**src/rtl/mcalu_pkg.sv**
```systemverilog
package mcalu_pkg;
  typedef enum logic [3:0] {
    OP_ADD  = 4'd0,
    OP_SUB  = 4'd1,
    OP_OR   = 4'd2,
    OP_AND  = 4'd3,
    OP_XOR  = 4'd4,
    OP_CLR  = 4'd5,
    OP_SHL  = 4'd6,
    OP_SHR  = 4'd7,
    OP_SHRA = 4'd8,
    OP_ROL  = 4'd9,
    OP_ROR  = 4'd10,
    OP_XSHR = 4'd11,
    OP_XINS = 4'd12
  } mc_op_e;
endpackage

```
**src/rtl/mcalu_addsub.sv**
```systemverilog
module mcalu_addsub #(
  parameter int W = 16
) (
  input  logic         clk,
  input  logic         rst_n,
  input  logic [W-1:0] a,
  input  logic [W-1:0] b,
  input  logic         is_sub,
  input  logic         use_carry,
  input  logic         cf,
  output logic [W-1:0] y,
  output logic         co
);
  logic [W-1:0] b_eff;
  logic         cin;
  logic [W:0]   full;

  always_comb begin
    b_eff = is_sub ? ~b : b;
    // subtract without carry-in is a + ~b + 1; with carry-in the flag is not-borrow
    cin   = use_carry ? cf : is_sub;
    full  = {1'b0, a} + {1'b0, b_eff} + {{W{1'b0}}, cin};
    y     = full[W-1:0];
    co    = full[W];
  end

  // a plain add carries exactly when the sum wrapped below the first operand
  p_add_wrap_r2: assert property (@(posedge clk) disable iff (!rst_n)
    (!is_sub && !use_carry) |-> (co == (y < a)));

  // a plain subtract reports no-borrow exactly when a >= b
  p_sub_noborrow_r3: assert property (@(posedge clk) disable iff (!rst_n)
    (is_sub && !use_carry) |-> (co == (a >= b)));
endmodule

```
**src/rtl/mcalu_shift.sv**
```systemverilog
module mcalu_shift
  import mcalu_pkg::*;
#(
  parameter int W   = 16,
  parameter int SHW = $clog2(W)
) (
  input  logic           clk,
  input  logic           rst_n,
  input  mc_op_e         op,
  input  logic [W-1:0]   a,
  input  logic [SHW-1:0] amt,
  output logic [W-1:0]   y
);
  logic [2*W-1:0] dbl_l;
  logic [2*W-1:0] dbl_r;
  logic [W-1:0]   sra_v;

  always_comb begin
    dbl_l = {a, a} << amt;
    dbl_r = {a, a} >> amt;
    sra_v = $unsigned($signed(a) >>> amt);
    case (op)
      OP_SHL:  y = a << amt;
      OP_SHR:  y = a >> amt;
      OP_SHRA: y = sra_v;
      OP_ROL:  y = dbl_l[2*W-1:W];
      OP_ROR:  y = dbl_r[W-1:0];
      default: y = '0;
    endcase
  end

  // rotation neither creates nor loses set bits
  p_rot_ones_r7: assert property (@(posedge clk) disable iff (!rst_n)
    (op == OP_ROL || op == OP_ROR) |-> ($countones(y) == $countones(a)));

  // a logical right shift never grows the value
  p_shr_shrinks_r6: assert property (@(posedge clk) disable iff (!rst_n)
    (op == OP_SHR) |-> (y <= a));
endmodule

```
**src/rtl/mcalu_field.sv**
```systemverilog
module mcalu_field #(
  parameter int W   = 16,
  parameter int SHW = $clog2(W)
) (
  input  logic           clk,
  input  logic           rst_n,
  input  logic           insert,
  input  logic [W-1:0]   a,
  input  logic [W-1:0]   b,
  input  logic [SHW-1:0] fw,
  input  logic [SHW-1:0] fs,
  output logic [W-1:0]   y
);
  logic [W-1:0]   mask;
  logic [2*W-1:0] pair_sh;
  logic [W-1:0]   mask_sh;
  logic [W-1:0]   fld_sh;

  for (genvar g = 0; g < W; g++) begin : g_mask
    assign mask[g] = (g <= int'(fw));
  end

  always_comb begin
    pair_sh = {b, a} >> fs;
    mask_sh = mask << fs;
    fld_sh  = (a & mask) << fs;
    if (insert) y = (b & ~mask_sh) | fld_sh;
    else        y = pair_sh[W-1:0] & mask;
  end

  // an extracted field has no bits above its width
  p_extract_fits_r8: assert property (@(posedge clk) disable iff (!rst_n)
    !insert |-> ((y & ~mask) == '0));

  // insertion leaves every bit outside the shifted field as in b
  p_insert_keeps_r9: assert property (@(posedge clk) disable iff (!rst_n)
    insert |-> (((y ^ b) & ~(mask << fs)) == '0));
endmodule

```
**src/rtl/mc_alu16.sv**
```systemverilog
module mc_alu16
  import mcalu_pkg::*;
#(
  parameter int WIDTH = 16,
  localparam int SHW  = $clog2(WIDTH)
) (
  input  logic             clk,
  input  logic             rst_n,
  input  logic             in_valid,
  output logic             in_ready,
  input  logic [3:0]       opcode,
  input  logic             use_carry,
  input  logic             set_carry,
  input  logic [WIDTH-1:0] opa,
  input  logic [WIDTH-1:0] opb,
  input  logic [SHW-1:0]   ext_w,
  input  logic [SHW-1:0]   ext_s,
  output logic             out_valid,
  input  logic             out_ready,
  output logic [WIDTH-1:0] result,
  output logic             carry_flag
);
  mc_op_e           op;
  logic             fire;
  logic             is_arith;
  logic [WIDTH-1:0] as_y;
  logic             as_co;
  logic [WIDTH-1:0] sh_y;
  logic [WIDTH-1:0] fx_y;

  assign op        = mc_op_e'(opcode);
  assign in_ready  = out_ready;
  assign out_valid = in_valid;
  assign fire      = in_valid && out_ready;
  assign is_arith  = (op == OP_ADD) || (op == OP_SUB);

  mcalu_addsub #(.W(WIDTH)) u_addsub (
    .clk(clk), .rst_n(rst_n), .a(opa), .b(opb),
    .is_sub(op == OP_SUB), .use_carry(use_carry), .cf(carry_flag),
    .y(as_y), .co(as_co)
  );

  mcalu_shift #(.W(WIDTH), .SHW(SHW)) u_shift (
    .clk(clk), .rst_n(rst_n), .op(op), .a(opa), .amt(opb[SHW-1:0]), .y(sh_y)
  );

  mcalu_field #(.W(WIDTH), .SHW(SHW)) u_field (
    .clk(clk), .rst_n(rst_n), .insert(op == OP_XINS), .a(opa), .b(opb),
    .fw(ext_w), .fs(ext_s), .y(fx_y)
  );

  always_comb begin
    case (op)
      OP_ADD, OP_SUB:                     result = as_y;
      OP_OR:                              result = opa | opb;
      OP_AND:                             result = opa & opb;
      OP_XOR:                             result = opa ^ opb;
      OP_CLR:                             result = opa & ~opb;
      OP_SHL, OP_SHR, OP_SHRA,
      OP_ROL, OP_ROR:                     result = sh_y;
      OP_XSHR, OP_XINS:                   result = fx_y;
      default:                            result = '0;
    endcase
  end

  always_ff @(posedge clk) begin
    if (!rst_n)                               carry_flag <= 1'b0;
    else if (fire && set_carry && is_arith)   carry_flag <= as_co;
  end

  // flag holds unless an accepted flag-writing add/subtract occurs
  p_carry_hold_r4: assert property (@(posedge clk) disable iff (!rst_n)
    !(fire && set_carry && is_arith) |=> $stable(carry_flag));

  // spare opcodes yield zero
  p_spare_zero_r10: assert property (@(posedge clk) disable iff (!rst_n)
    (opcode > 4'd12) |-> (result == '0));

  // a stalled output stalls the input
  p_stall_r11: assert property (@(posedge clk) disable iff (!rst_n)
    (out_valid && !out_ready) |-> !in_ready);
endmodule

```
**config.mk**
```make
export PLATFORM = sky130hd
export DESIGN_NAME = mc_alu16
export DESIGN_NICKNAME = d
export VERILOG_FILES = /design/src/rtl/mcalu_pkg.sv /design/src/rtl/mcalu_addsub.sv /design/src/rtl/mcalu_shift.sv /design/src/rtl/mcalu_field.sv /design/src/rtl/mc_alu16.sv
export SDC_FILE = /design/constraint.sdc
export NUM_CORES = 1
export LEC_CHECK = 0
export BUFFER_PORTS_ARGS = -buffer_cell sky130_fd_sc_hd__buf_2
export CAP_MARGIN = 20
export CORE_UTILIZATION = 57
export CTS_CLUSTER_SIZE = 10
export DETAILED_ROUTE_END_ITERATION = 10
export PLACE_DENSITY_LB_ADDON = 0.25
export SLEW_MARGIN = 40
export SYNTH_ARGS = -nofsm -noshare
export SYNTH_HDL_FRONTEND = slang
export SYNTH_SLANG_ARGS = --single-unit
```
**constraint.sdc**
```tcl
create_clock -name clk -period 3.62 [get_ports clk]
set_input_delay 0.181 -clock clk [delete_from_list [all_inputs] [get_ports clk]]
set_output_delay 0.181 -clock clk [all_outputs]
set_load 0.005 [all_outputs]
```
==> impl_metrics.yaml <==
status:
  status: "finished with violations"
  violations: "design-rule violations"
sta:
  fmax_mhz: 288.9
  rsz0062_at_grt: "no"
  min_period_over_period_pct: 95.63
  max-slew-margin-rel_pct: 45.58
  final.min_clock_period_ns: 3.462
  maxSlewViolCount: 0
  setup_viol: 0
  hold_viol: 0
  finClkSkew_ns: 0
  worst_slew_pin_slew_ns: 0.8164
  setup_tns_ns: 0
pwr:
  leakagePower_uw: 0.002964
  total_power_uw: 1173
  peakVddDrop_mv: 0.1548
  power.density_nw_per_um2: 159.9
synth:
  netlist_area_um2: 6903
  synth_ff_type: "dfxtp_1"
  synth_top_cells_by_area: "mux4_2 (11%), mux2i_1 (8.0%), ha_1 (5.8%)"
  synth_top_cell_by_area: "mux4_2"
  async_flop_share_pct: 0
  synth.net_count: 1054
  syn_area_per_cell_um2: 7.116
  yosysTopAreaCellShare_pct: 10.77
  synthTopCellsByCount: "nand2_1 (96), nor2_1 (73), a21oi_1 (70)"
  synth_warnings: 0
  synth_cells: 970
  synth_edf_count: 0
  synth_most_common_cell: "nand2_1"
  synth_seq_cells: 1
  ys_seq_area_share_pct: 0.2900
  ys_types: 81
critical_path:
  startpoint: "opcode[1]"
  worstPathArrival_ns: 3.28
  cpMostUsedCell: "buf_2"
  path_cells: "buf_2 > nor3_4 > and2_4 > buf_12 > xnor2_1 > fa_2 > inv_1 > fa_1 > xor2_1 > o22ai_1 > a31oi_1 > o21ai_1 > a221oi_2 > o211ai_1 > or3_1 > buf_2"
  reg2reg_depth: 11
  start_kind: "input port"
  worstSetupPathType: "input port to primary output"
  worst_setup_path_end_kind: "primary output"
  worst_path_largest_cell_delay_ns: 0.39
  critPathSlowestCell: "fa_1"
  reg2reg_slack_ns: 1.19
  reg2reg_to: "carry_flag"
  r2r-start: "carry_flag"
  cp.required_ns: 3.44
  path_max_fanout: 17
cells_and_area:
  reg_top3: "carry_flag x1"
  largest_register_ffs: 1
  antenna_cells: 0
  largest_register: "carry_flag"
  syn_to_final_growth_pct: 6.199
  layout.nets: 1067
  layout-drive-gt1-share_pct: 20.18
  fin_cells: 1124
  nFillCells: 1098
clock_tree:
  cts_setup_buffers: 0
  path_clk_slew_ns: 0
  cts-hold-fix-buffers: 0
  insertion_delay_ns: 0
global_routing:
  antenna_found_initial: 0
  track_usage_pct: 51.73
  first_global_vias: 7920
  grt_pass1_wl_mm: 49.46
  grt_max_degree: 70
  overflow: 0
detailed_routing:
  route.met2.wl_mm: 13.11
  drt_iter0_drc: 1637
  drt-total-wl_mm: 33.03
  firstDrtPassIters: 9
  post_drt_wl_per_cell_um: 29.39
  antenna_left: 0
  vias: 8791
  route.detailed.drc: 3
  via_per_inst: 7.821
  wl_met3_mm: 5.333
  routed.top_layer: "met4"
  wl_met1_mm: 12.07
min_path:
  min_from: "rst_n"
  whs_endpoint: "carry_flag"
  holdPathStages: 2
  hold_path_class: "input port to flip-flop"
floorplanning:
  rows: 39
  die_x_um: 112.0
  die_y_um: 112.0
  coreArea_um2: 11610
  ios: 69
  initial_core_util_pct: 59.44
  dieArea_um2: 12550
placement:
  io_buffer_count: 68
  dp_cells: 1124
  place.gp.congestion: 1.097
  dpl.hpwl_mm: 24.13
flow_run:
  cap_viol_max_count: 0
==> critical path: cells and delay by family <==
family | cells | cell delay, ns
adders and majority gates | 2 | 0.65
AOI/OAI and AO/OA | 5 | 0.81
xor gates and xnor gates | 2 | 0.40
buffers and inverters | 4 | 0.46
and+or+nand+nor | 3 | 0.76
==> layer usage <==
layer	global-route usage [%]	up-vias
met2	74.41	855
met3	14.31	186
li1	-	3743
met5	0	-
met1	69.93	4007
met4	28.09	0
==> worst max-delay path by stage <==
stage	endpoint	slack, ns	depth (start not counted)
floorplan	result[14]	0.04	16
global placement	result[2]	0.14	16
detailed placement	result[2]	0.07	16
CTS	result[2]	0.04	16
global route	result[2]	0.05	16
finish	result[2]	0.16	16
==> cell families (layout without fill, tap and decap cells) <==
kind of cell	after synthesis	in the layout	synth area share, %
AO/OA/AOI/OAI	335	335	32.99
AND/OR/NAND/NOR	291	291	20.37
buffers and inverters	146	157	9.643
multiplexers	121	121	25.00
XOR/XNOR	42	42	5.329
adder cells (fa/ha/maj)	34	34	6.380
flip-flops	1	1	0.2900
==> cells in the final DEF, fill, tap and decap left out, types with 5 or more instances in the layout <==
cell type	count
ha_1	32
inv_1	37
nor2_1	73
nand4_1	10
mux2_2	29
mux4_2	33
a211o_1	9
a32oi_1	6
o221ai_1	6
nor3_1	12
nand2b_1	16
o2111ai_1	9
a221oi_1	8
a21o_1	13
or3_1	9
and2_1	6
xnor2_1	37
o31ai_1	10
a22oi_1	10
and3_1	7
a21oi_1	70
a31oi_1	15
xor2_1	5
nand2_1	96
o21ai_0	67
mux2i_1	55
o22ai_1	15
buf_2	68
o2bb2ai_1	6
buf_4	45
o211ai_1	22
a211oi_1	17
nand3_1	30
==> area by class of cell <==
class                   count  area, um^2  area share (%)
inverters                  41       153.9           2.099
multi-input cells         823        6240           85.12
flip-flops and latches      1       20.02          0.2731
well taps                 143       178.9           2.441
repair buffers            116       738.2           10.07
==> where the power goes <==
group	leakage, uW	switching (uW)	internal (uW)	total [uW]
logic	0.00296	720	441	1160
clock network	0	0	0	0
registers	0.00000807	0.124	11.4	11.5
total	0.00296	720	452	1170
==> stage by stage <==
step,worst slack [ns],instance area (um^2),hold slack [ns],util (%)
floorplan,0.04371,6914,0.3269,-
global placement,0.1358,7320,0.4175,63.03
detailed placement,0.06660,7320,0.4120,63.03
CTS,0.04334,7320,0.4150,63.03
global route,0.04504,7331,0.4225,63.12
finish,0.1580,7331,0.4089,63.12
==> repair_timing <==
action,4_1_cts,5_1_grt
endpoints found under the hold margin,0,0
resized for setup,0,5
endpoints found under the setup margin,0,4
Note: power is estimated with default switching activity, not from simulation.
